[config.mk]
export PLATFORM = sky130hd
export DESIGN_NAME = usplit_top
export DESIGN_NICKNAME = d
export VERILOG_FILES = /design/src/rtl/usplit_pkg.sv /design/src/rtl/usplit_lane_plan.sv /design/src/rtl/usplit_wsteer.sv /design/src/rtl/usplit_rgather.sv /design/src/rtl/usplit_top.sv
export SDC_FILE = /design/constraint.sdc
export NUM_CORES = 1
export LEC_CHECK = 0
export CAP_MARGIN = 20
export CORE_AREA = 2 2 184 186
export CTS_CLUSTER_SIZE = 16
export DETAILED_ROUTE_END_ITERATION = 6
export DIE_AREA = 0 0 186 188
export GPL_TIMING_DRIVEN = 0
export PLACE_DENSITY = 0.75
export RECOVER_POWER = 100
export SYNTH_ARGS = -nofsm -noshare
export SYNTH_HDL_FRONTEND = slang
export SYNTH_SLANG_ARGS = --single-unit
[constraint.sdc]
create_clock -name clk -period 6.2 [get_ports clk]
set_input_delay 1.24 -clock clk [delete_from_list [all_inputs] [get_ports clk]]
set_output_delay 1.24 -clock clk [all_outputs]
set_load 0.02 [all_outputs]
[src/rtl/usplit_pkg.sv]
package usplit_pkg;

   typedef enum logic {
      US_IDLE = 1'b0,
      US_RUN  = 1'b1
   } us_state_e;

   function automatic bit is_pow2(input int unsigned v);
      return (v != 0) && ((v & (v - 1)) == 0);
   endfunction

endpackage

[src/rtl/usplit_lane_plan.sv]
module usplit_lane_plan #(
   parameter int unsigned BUS_BYTES = 4,
   parameter int unsigned CNT_W     = 4,
   localparam int unsigned LANE_W   = $clog2(BUS_BYTES)
) (
   input  logic [LANE_W-1:0]    lane,
   input  logic [CNT_W-1:0]     left,
   output logic [CNT_W-1:0]     take,
   output logic [BUS_BYTES-1:0] be,
   output logic                 last
);

   logic [CNT_W-1:0] room;
   logic [CNT_W:0]   lo_lane;
   logic [CNT_W:0]   hi_lane;

   // bytes left in the current word from this lane on
   assign room    = CNT_W'(BUS_BYTES) - CNT_W'(lane);
   assign last    = (left <= room);
   assign take    = last ? left : room;
   assign lo_lane = (CNT_W+1)'(lane);
   assign hi_lane = (CNT_W+1)'(lane) + (CNT_W+1)'(take);

   for (genvar l = 0; l < BUS_BYTES; l++) begin : g_lane
      assign be[BUS_BYTES-1-l] = ((CNT_W+1)'(l) >= lo_lane) &&
                                 ((CNT_W+1)'(l) <  hi_lane);
   end

endmodule

[src/rtl/usplit_wsteer.sv]
module usplit_wsteer #(
   parameter int unsigned BUS_BYTES = 4,
   localparam int unsigned BUS_W    = 8 * BUS_BYTES,
   localparam int unsigned LANE_W   = $clog2(BUS_BYTES)
) (
   input  logic [BUS_W-1:0]     head,
   input  logic [LANE_W-1:0]    lane,
   input  logic [BUS_BYTES-1:0] be,
   output logic [BUS_W-1:0]     wdata
);

   logic [BUS_W-1:0] placed;

   // head byte 0 (most significant) moves to the starting lane
   assign placed = head >> {lane, 3'b000};

   for (genvar l = 0; l < BUS_BYTES; l++) begin : g_mask
      assign wdata[8*(BUS_BYTES-1-l) +: 8] =
         be[BUS_BYTES-1-l] ? placed[8*(BUS_BYTES-1-l) +: 8] : 8'h00;
   end

endmodule

[src/rtl/usplit_rgather.sv]
module usplit_rgather #(
   parameter int unsigned BUS_BYTES = 4,
   parameter int unsigned MAX_BYTES = 8,
   parameter int unsigned CNT_W     = 4,
   localparam int unsigned BUS_W    = 8 * BUS_BYTES,
   localparam int unsigned OP_W     = 8 * MAX_BYTES,
   localparam int unsigned LANE_W   = $clog2(BUS_BYTES)
) (
   input  logic [LANE_W-1:0] lane,
   input  logic [CNT_W-1:0]  take,
   input  logic [BUS_W-1:0]  rdata,
   input  logic [OP_W-1:0]   acc,
   output logic [OP_W-1:0]   acc_next
);

   logic [BUS_W-1:0] dropped;
   logic [BUS_W-1:0] fresh;
   logic [CNT_W-1:0] spare;

   // discard lanes before the start, then right-justify the taken bytes
   assign dropped  = rdata << {lane, 3'b000};
   assign spare    = CNT_W'(BUS_BYTES) - take;
   assign fresh    = dropped >> {spare, 3'b000};
   assign acc_next = (acc << {take, 3'b000}) | OP_W'(fresh);

endmodule

[src/rtl/usplit_top.sv]
module usplit_top
   import usplit_pkg::*;
#(
   parameter int unsigned ADDR_W    = 32,
   parameter int unsigned BUS_BYTES = 4,
   parameter int unsigned MAX_BYTES = 8,
   localparam int unsigned BUS_W    = 8 * BUS_BYTES,
   localparam int unsigned OP_W     = 8 * MAX_BYTES,
   localparam int unsigned SIZE_W   = $clog2($clog2(MAX_BYTES) + 1)
) (
   input  logic                 clk,
   input  logic                 rst_n,
   input  logic                 req_valid,
   output logic                 req_ready,
   input  logic [ADDR_W-1:0]    req_addr,
   input  logic [SIZE_W-1:0]    req_size,
   input  logic                 req_write,
   input  logic [OP_W-1:0]      req_wdata,
   output logic                 bus_valid,
   input  logic                 bus_ready,
   output logic [ADDR_W-1:0]    bus_addr,
   output logic [BUS_BYTES-1:0] bus_be,
   output logic                 bus_write,
   output logic [BUS_W-1:0]     bus_wdata,
   input  logic [BUS_W-1:0]     bus_rdata,
   output logic                 done_valid,
   output logic [OP_W-1:0]      done_rdata
);

   localparam int unsigned LANE_W = $clog2(BUS_BYTES);
   localparam int unsigned CNT_W  = $clog2(MAX_BYTES + 1);
   localparam int unsigned WORD_W = ADDR_W - LANE_W;

   // elaboration-time parameter checks
   if (!is_pow2(BUS_BYTES) || BUS_BYTES < 2) begin : g_bad_bus
      $error("usplit_top: BUS_BYTES must be a power of two of at least 2");
   end
   if (!is_pow2(MAX_BYTES) || MAX_BYTES < BUS_BYTES) begin : g_bad_max
      $error("usplit_top: MAX_BYTES must be a power of two not below BUS_BYTES");
   end
   if (ADDR_W <= LANE_W) begin : g_bad_addr
      $error("usplit_top: ADDR_W too small for the bus width");
   end

   us_state_e        state_q;
   logic [ADDR_W-1:0] addr_q;
   logic [CNT_W-1:0] left_q;
   logic [OP_W-1:0]  wsh_q;
   logic [OP_W-1:0]  acc_q;
   logic [OP_W-1:0]  result_q;
   logic             wr_q;
   logic             done_q;

   logic [LANE_W-1:0]    lane;
   logic [CNT_W-1:0]     take;
   logic [BUS_BYTES-1:0] be;
   logic                 beat_last;
   logic [OP_W-1:0]      acc_next;
   logic [CNT_W-1:0]     req_bytes;
   logic [CNT_W-1:0]     req_pad;
   logic [WORD_W-1:0]    word_next;
   logic                 accept_req;
   logic                 beat_fire;

   assign lane       = addr_q[LANE_W-1:0];
   assign req_ready  = (state_q == US_IDLE);
   assign bus_valid  = (state_q == US_RUN);
   assign accept_req = req_valid && req_ready;
   assign beat_fire  = bus_valid && bus_ready;
   assign req_bytes  = CNT_W'(1) << req_size;
   assign req_pad    = CNT_W'(MAX_BYTES) - req_bytes;
   assign word_next  = addr_q[ADDR_W-1:LANE_W] + WORD_W'(1);

   assign bus_addr   = {addr_q[ADDR_W-1:LANE_W], LANE_W'(0)};
   assign bus_be     = be;
   assign bus_write  = wr_q;
   assign done_valid = done_q;
   assign done_rdata = result_q;

   usplit_lane_plan #(
      .BUS_BYTES (BUS_BYTES),
      .CNT_W     (CNT_W)
   ) u_plan (
      .lane (lane),
      .left (left_q),
      .take (take),
      .be   (be),
      .last (beat_last)
   );

   usplit_wsteer #(
      .BUS_BYTES (BUS_BYTES)
   ) u_wsteer (
      .head  (wsh_q[OP_W-1 -: BUS_W]),
      .lane  (lane),
      .be    (be),
      .wdata (bus_wdata)
   );

   usplit_rgather #(
      .BUS_BYTES (BUS_BYTES),
      .MAX_BYTES (MAX_BYTES),
      .CNT_W     (CNT_W)
   ) u_gather (
      .lane     (lane),
      .take     (take),
      .rdata    (bus_rdata),
      .acc      (acc_q),
      .acc_next (acc_next)
   );

   always_ff @(posedge clk) begin
      if (!rst_n) begin
         state_q  <= US_IDLE;
         addr_q   <= '0;
         left_q   <= '0;
         wsh_q    <= '0;
         acc_q    <= '0;
         result_q <= '0;
         wr_q     <= 1'b0;
         done_q   <= 1'b0;
      end else begin
         done_q <= 1'b0;
         unique case (state_q)
            US_IDLE: begin
               if (accept_req) begin
                  addr_q  <= req_addr;
                  left_q  <= req_bytes;
                  // left-justify the operand; bits above its size fall off
                  wsh_q   <= req_wdata << {req_pad, 3'b000};
                  acc_q   <= '0;
                  wr_q    <= req_write;
                  state_q <= US_RUN;
               end
            end
            US_RUN: begin
               if (beat_fire) begin
                  addr_q <= {word_next, LANE_W'(0)};
                  left_q <= left_q - take;
                  wsh_q  <= wsh_q << {take, 3'b000};
                  acc_q  <= acc_next;
                  if (beat_last) begin
                     state_q  <= US_IDLE;
                     done_q   <= 1'b1;
                     result_q <= wr_q ? '0 : acc_next;
                  end
               end
            end
            default: state_q <= US_IDLE;
         endcase
      end
   end

   // a stalled beat is held unchanged
   a_r10_hold_beat: assert property (@(posedge clk) disable iff (!rst_n)
      bus_valid && !bus_ready |=> bus_valid && $stable(bus_addr) &&
      $stable(bus_be) && $stable(bus_wdata) && $stable(bus_write));

   // no request is taken while beats are pending
   a_r9_busy_not_ready: assert property (@(posedge clk) disable iff (!rst_n)
      bus_valid |-> !req_ready);

   // completion strobe is a single cycle
   a_r8_single_pulse: assert property (@(posedge clk) disable iff (!rst_n)
      done_valid |=> !done_valid);

   // strobe follows the last accepted beat
   a_r8_done_follows_last: assert property (@(posedge clk) disable iff (!rst_n)
      bus_valid && bus_ready && beat_last |=> done_valid && !bus_valid);

   // a non-final beat is followed by the next word
   a_r4_next_word: assert property (@(posedge clk) disable iff (!rst_n)
      bus_valid && bus_ready && !beat_last |=>
      bus_valid && (bus_addr == $past(bus_addr) + ADDR_W'(BUS_BYTES)));

   // every offered beat enables at least one lane
   a_r5_be_present: assert property (@(posedge clk) disable iff (!rst_n)
      bus_valid |-> (bus_be != '0));

endmodule

==> metrics.md, run 1 <==
| Metric | Value |
|---|---|
| Outcome | `complete, no violations` |
| Residual DRC | `0` |
| Setup_tns | `0 ns` |
| Post-synth top flop | `dfxtp_1` |
| Final Cell Area | `0.01894 sq mm` |
| Max Slew Vio Count | `0` |
| CTS root buf | `clkbuf_16` |
| CTS hold repair buffers | `0` |
| Vias | `17140` |
| Post-route ant nets | `0` |
| Area leader, netlist | `dfxtp_1` |
| Slew HR | `30.20%` |
| Skew-Pair Late Insertion Delay | `0.56 ns` |
| # IOs | `271` |
| Worst reg2reg setup slack | `0.93 ns` |
| Share of post-route cells with drive strength above 1 | `9.745%` |
| Layout Nets | `2285` |
| Num CTS Buffers | `26` |
| All-Layer GR Usage | `39.06%` |
| Final weighted congestion in routability-driven placement | `1.056` |
| # fillers | `3047` |
| Hold WC Path Type | `flop to flop` |
| Syn Area/Cell | `8.024 sq um` |
| Die width | `186 um` |
| Worst-path cell chain | `buf_6 -> buf_12 -> clkinvlp_4 -> ha_4 -> clkbuf_8 -> inv_4 -> ha_1 -> or3_4 -> o211a_4 -> mux2_4 -> clkbuf_16 -> clkbuf_8 -> ha_1 -> a211oi_1 -> mux2_2 -> clkbuf_4 -> a21o_1 -> clkbuf_4 -> nor2_1 -> clkdlybuf4s15_1` |
| Port Buf Inserts | `268` |
| Die area | `0.03497 sq mm` |
| Post-synthesis cell count | `1834` |
| Initial antenna violation count | `2` |
| Required time of the worst setup path | `4.96 ns` |
| Leak Pwr | `7.677 nW` |
| CP delay by family, top | `buffers and inverters` |
| First drt pass iteration count | `5` |
| Die Ht | `188 um` |
| Final Hold Fails | `0` |
| Vias per cell | `6.586` |
| Sequential fraction of the synthesis area | `31.43%` |
| MaxCap Viol Count | `0` |
| Post-synth top area share | `31.43%` |
| FMAX | `164.4 MHz` |
| Hpwl dp | `52500 um` |
| Wire per inst | `26.76 um` |
| FF+latch count, synth | `231` |
| Netlist Area Pre-Place | `0.01472 sq mm` |
| CP Capture Type | `primary output` |
| Clock period minus worst slack | `6.083 ns` |
| WHS | `0.4445 ns` |
| Routed WL | `69660 um` |
| Maximum vdd ir drop | `0.0002147 V` |
| Largest net degree at the start of global routing | `23` |
| FP Rows | `67` |
| Startpoint types | `flop` |
| RSZ-0062 raised after global routing | `yes` |
| Area of the core | `0.03311 sq mm` |
| Total power | `5.470 mW` |
| PwrDens | `288.9 mW/mm^2` |
| CP Buf/Inv Count | `10` |
| Diode count | `0` |
| CTS sink cnt | `231` |
| Worst-path clk slew | `0.06 ns` |
| CP max-delay cell | `dfxtp_2` |
| Synth cell count leaders | `263 x nand2_1, 231 x dfxtp_1, 203 x o21ai_0` |
| Util after Layout | `57.19%` |
| Clock buffer depth | `3` |
| Starting Density | `44.44%` |
| First-pass GRT wire length | `102900 um` |
| CTS tree | `done` |
| Clk_skew | `0.02452 ns` |
| Detailed Route Iter0 Violations | `2304` |
| Final setup violation count | `0` |
| Remaining Overflow, GRT | `0` |
| Crit path DAT | `4.84 ns` |
| Htree depth | `1` |
| Most common cell in the synthesized netlist | `nand2_1` |
| Asr flop ratio synth | `0%` |
| Worst-Margin Slew | `1.041 ns` |
| Post-synth EDFFs | `0` |
| Kind of critical path | `flop to primary output` |
| Area growth from synthesis to layout | `28.69%` |
| CP peak stage delay | `0.36 ns` |
| CP max FO | `10` |
| Vias in the first global route | `16440` |
| Tcrit/Tclk final | `98.11%` |
| Top cells by area, synth | `dfxtp_1 31%, mux2i_1 9.0%, o21ai_0 6.9%, nand2_1 6.7%, a21oi_1 3.6%` |
| Dpl cell area | `0.01797 sq mm` |
| Unique cell type count in the Yosys netlist | `75` |
| Syn. warnings | `0` |
-- report_power, final --
| group | leakage [nW] | internal, mW | switching [mW] |
|---|---|---|---|
| clock network | 0.410 | 0.886 | 0.678 |
| registers | 1.89 | 1.60 | 0.155 |
| logic | 5.38 | 0.766 | 1.39 |
-- timing repair --
item | in CTS | in global routing
setup buffers | 5 | 2
gates resized for setup | 76 | 16
pin swaps | 1 | 1
setup endpoints to repair | 100 | 18
cloned | 0 | 0
-- metal layers --
metal	up-vias	GRT usage (%)	routed length [um]
li1	7445	-	-
met1	8117	49.93	27020
met2	1268	60.78	30400
met3	309	7.438	7355
met4	4	23.41	4868
met5	-	0	17
-- worst register-to-register path, stage by stage (launching register included) --
cell and delay [ns]:
dfxtp_2 0.36, buf_6 0.14, buf_12 0.11, clkinvlp_4 0.09
ha_4 0.17, clkbuf_8 0.17, inv_4 0.09, ha_1 0.24
or3_4 0.35, o211a_4 0.18, mux2i_4 0.19, buf_4 0.17
inv_2 0.14, buf_4 0.28, buf_4 0.32, buf_2 0.33
ha_1 0.33, a21oi_1 0.10, mux2i_1 0.51, o21ai_0 0.16
o211ai_1 0.19, o21ai_0 0.28, a22o_1 0.26
-- cells by family (layout without fill, tap and decap cells) --
group / after synthesis / count (layout) / synth area share, %
AO/OA/AOI/OAI: 660 / 660 / 30.48
AND/OR/NAND/NOR: 534 / 534 / 16.38
flip-flops: 231 / 231 / 31.43
buffers and inverters: 213 / 533 / 6.879
multiplexers: 172 / 172 / 12.98
adder cells (fa/ha/maj): 14 / 14 / 1.292
XOR/XNOR: 9 / 9 / 0.5357
other: 1 / 2 / 0.02548
-- flip-flops by register name (all words and copies together), names as in the netlist --
signal,cells
wsh_q,64
acc_q,64
bus_write,1
left_q,4
done_rdata,64
addr_q,32
bus_valid,1
done_valid,1
-- cell type report --
| cell class | instances | area (sq um) | share of cell area [%] |
|---|---|---|---|
| multi-input cells | 1391 | 9116 | 48.14 |
| flip-flops and latches | 231 | 4629 | 24.45 |
| repair buffers | 275 | 2693 | 14.22 |
| plain buffers | 193 | 1023 | 5.405 |
| clock buffers | 36 | 749.5 | 3.958 |
| well taps | 448 | 560.5 | 2.960 |
| clock inverters | 11 | 91.34 | 0.4823 |
| inverters | 18 | 73.82 | 0.3898 |
-- layout by cell type, fill, tap and decap left out, types with 30 or more instances in the layout --
cell type / n
nor2b_1: 32
nand2_1: 261
a22oi_1: 65
nor2_1: 102
o211ai_1: 30
o21ai_0: 203
mux2i_1: 133
dlygate4sd3_1: 100
buf_4: 44
a221oi_1: 44
clkbuf_1: 113
a21oi_1: 105
clkdlybuf4s50_1: 135
dfxtp_1: 229
-- per-stage QoR --
step,instances,setup slack (ns)
2_1_floorplan,1835,0.1333
3_3_place_gp,2551,-1.707
3_5_place_dp,2551,-1.808
4_1_cts,2601,0.004779
5_1_grt,2603,-0.01024
6_report,2603,0.1172
-- final timing paths --
| check | startpoint | end | cells after the start |
|---|---|---|---|
| setup / recovery | addr_q[1]$_SDFFE_PN0P_ | bus_wdata[10] | 20 |
| setup reg to reg | addr_q[1]$_SDFFE_PN0P_ | done_rdata[14]$_SDFFE_PN0P_ | 22 |
| hold / removal | done_rdata[62]$_SDFFE_PN0P_ | done_rdata[62]$_SDFFE_PN0P_ | 2 |
| hold reg to reg | done_rdata[62]$_SDFFE_PN0P_ | done_rdata[62]$_SDFFE_PN0P_ | 2 |
Power figures use the tool's default switching activity.
==> run 2, diff against run 1 <==
REMOVE_ABC_BUFFERS = 1   (was default)
==> run 2 against run 1 <==
  * The run now ends with DRC, capacitance limit, slew limit left
  * Sequential power is essentially flat
  * First-iteration DRC count decreased by 12%
  * Clock skew is 0.014 ns lower
  * Count of clock-buffer cells in the layout is 3 higher
  * Core utilization increased by 0.13 points
  * Combinational power about the same
  * Clock power about the same
  * Power grew 0.18%
  * Register-to-register slack worse by 0.64 ns
  * Non-clock buffer count is 139 lower
  * Cell count decreased by 5.2%
  * Wire length fell by 17%
  * Critical endpoint unchanged
  * Largest cell class unchanged
  * Largest power group unchanged
  * Highest routed layer is now met4
==> metrics.md, run 2 (synthesis gave the netlist of run 1 again) <==
| Metric | Value |
|---|---|
| Outcome | `finished with violations` |
| Violated checks | `DRC, capacitance limit, slew limit` |
| Die Ht | `188 um (unchanged)` |
| MaxCap Viol Count | `3 (+3)` |
| Placed instance count | `2383 (-6.6%)` |
| Final Cell Area | `0.01898 sq mm (+0.23%)` |
| Layout Nets | `2150 (-5.9%)` |
| CTS tree | `done` |
| FP Rows | `67 (unchanged)` |
| Final weighted congestion in routability-driven placement | `0.8982 (-15%)` |
| Most common cell after layout, fill and taps aside | `nand2_1` |
| Die width | `186 um (unchanged)` |
| CP max FO | `32 (+22)` |
| Final setup violation count | `0 (unchanged)` |
| Wire per inst | `23.49 um (-12%)` |
| CTS hold repair buffers | `0 (unchanged)` |
| Commonest cells after routing, fill and taps aside | `260 x nand2_1, 228 x dfxtp_1, 203 x o21ai_0` |
| Area of the core | `0.03311 sq mm (unchanged)` |
| Util after Layout | `57.32% (+0.13 points)` |
| CP Capture Type | `primary output` |
| CTS sink cnt | `231 (unchanged)` |
| Vias per cell | `6.602 (+0.24%)` |
| Skew-Pair Late Insertion Delay | `0.54 ns (-0.02 ns)` |
| Remaining Overflow, GRT | `0 (unchanged)` |
| Die area | `0.03497 sq mm (unchanged)` |
| Worst-path clk slew | `0.06 ns (about the same)` |
| Tcrit/Tclk final | `99.27% (+1.2 points)` |
| Initial antenna violation count | `0 (-2)` |
| Dpl cell area | `0.01761 sq mm (-2.0%)` |
| CTS root buf | `clkbuf_16` |
| Starting Density | `44.44% (unchanged)` |
| Diode count | `0 (unchanged)` |
| Final Non-Filler Cells | `2467 (-5.2%)` |
| Leak Pwr | `7.626 nW (-0.66%)` |
| Share of post-route cells with drive strength above 1 | `9.807% (+0.062 points)` |
| Clock period minus worst slack | `6.154 ns (+0.07167 ns)` |
| # fillers | `2892 (-5.1%)` |
| # IOs | `271 (unchanged)` |
| Clk_skew | `0.01095 ns (-0.01356 ns)` |
| Port Buf Inserts | `268 (unchanged)` |
| Residual DRC | `5 (+5)` |
| Area growth from synthesis to layout | `28.99%` |
| Vias in the first global route | `15590 (-5.2%)` |
| First-pass GRT wire length | `87130 um (-15%)` |
| Kind of critical path | `flop to primary output` |
| Worst-Margin Slew | `1.929 ns (+0.8875 ns)` |
| Startpoint types | `flop` |
| Routed WL | `57950 um (-17%)` |
| Largest net degree at the start of global routing | `75 (+230%)` |
| Storage cell area | `0.004633 sq mm (about the same)` |
| First drt pass iteration count | `7 (+2)` |
| Clock buffer depth | `3 (unchanged)` |
| FMAX | `162.5 MHz (-1.2%)` |
| Detailed Route Iter0 Violations | `2019 (-12%)` |
| Maximum vdd ir drop | `0.0002392 V (+11%)` |
| Num CTS Buffers | `27 (+3.8%)` |
| Vias | `16290 (-5.0%)` |
| Max Slew Vio Count | `90 (+90)` |
| All-Layer GR Usage | `31.45% (-7.6 points)` |
| Required time of the worst setup path | `4.96 ns (about the same)` |
| Crit path DAT | `4.91 ns (+0.07 ns)` |
| Final Hold Fails | `0 (unchanged)` |
| Multi-input gate area | `0.009283 sq mm (+1.8%)` |
| PwrDens | `288.7 mW/mm^2 (about the same)` |
| Hold WC Path Type | `flop to flop` |
| Htree depth | `1 (unchanged)` |
| Slew HR | `-29.06% (-59 points)` |
| Post-route ant nets | `0 (unchanged)` |
| Hpwl dp | `35510 um (-32%)` |
| Setup_tns | `0 ns (unchanged)` |
## run 2: through the flow
stage          hold slack (ns)  power (mW)  worst slack (ns)
2_1_floorplan           0.4248       2.870            -2.766
3_3_place_gp            0.4363       3.621            -7.397
3_5_place_dp            0.4425       3.713            -1.781
4_1_cts                 0.4509       5.371         0.0003775
5_1_grt                 0.4742       5.644          -0.03284
6_report                0.4417       5.480           0.04553
## run 2: metal layers
| metal | GRT usage (%) | up-vias | part of all wire, % |
|---|---|---|---|
| met4 | 16.90 | 0 | 5.0 |
| met3 | 8.293 | 233 | 12 |
| met2 | 47.91 | 1143 | 44 |
| met1 | 40.43 | 7745 | 39 |
| met5 | 0 | - | 0 |
| li1 | - | 7165 | - |
## run 2: worst max-delay path, stage by stage (launching register included)
cell,delay [ns]
dfxtp_4,0.36
buf_16,0.15
clkinvlp_4,0.11
ha_4,0.23
inv_2,0.10
ha_1,0.22
or3_4,0.40
o211a_4,0.31
mux2_8,0.37
inv_8,0.22
fa_1,0.48
nand2b_1,0.16
a21o_2,0.34
nor2_2,0.24
clkdlybuf4s50_1,0.64
## run 2: path summary, 6_finish.rpt
| kind | slack, ns | endpoint | cells past startpoint | from |
|---|---|---|---|---|
| setup / recovery | 0.05 | bus_wdata[10] | 14 | addr_q[0]$_SDFFE_PN0P_ |
| hold / removal | 0.44 | done_rdata[52]$_SDFFE_PN0P_ | 2 | done_rdata[52]$_SDFFE_PN0P_ |
| setup reg to reg | 0.29 | done_rdata[30]$_SDFFE_PN0P_ | 17 | addr_q[0]$_SDFFE_PN0P_ |
| hold reg to reg | 0.44 | done_rdata[52]$_SDFFE_PN0P_ | 2 | done_rdata[52]$_SDFFE_PN0P_ |
## run 2: timing repair
| item | 4_1_cts | 5_1_grt |
|---|---|---|
| setup endpoints to repair | 106 | 45 |
| buffers inserted | 16 | 10 |
| pin swaps | 3 | 1 |
| hold endpoints to repair | 0 | 0 |
| resized for setup | 24 | 12 |
| cloned | 5 | 2 |
## run 2: area by class of cell
type                            count  share of cell area, %
Clock buffer                       39                  4.061
Clock inverter                      8                 0.4878
Inverter                           18                 0.4483
Multi-Input combinational cell   1394                  48.91
Sequential cell                   231                  24.41
Tap cell                          448                  2.953
Timing Repair Buffer              329                  18.73
## run 2: power by group
group	internal (mW)	switching (mW)
clock network	0.938	0.655
registers	1.60	0.136
logic	0.825	1.33
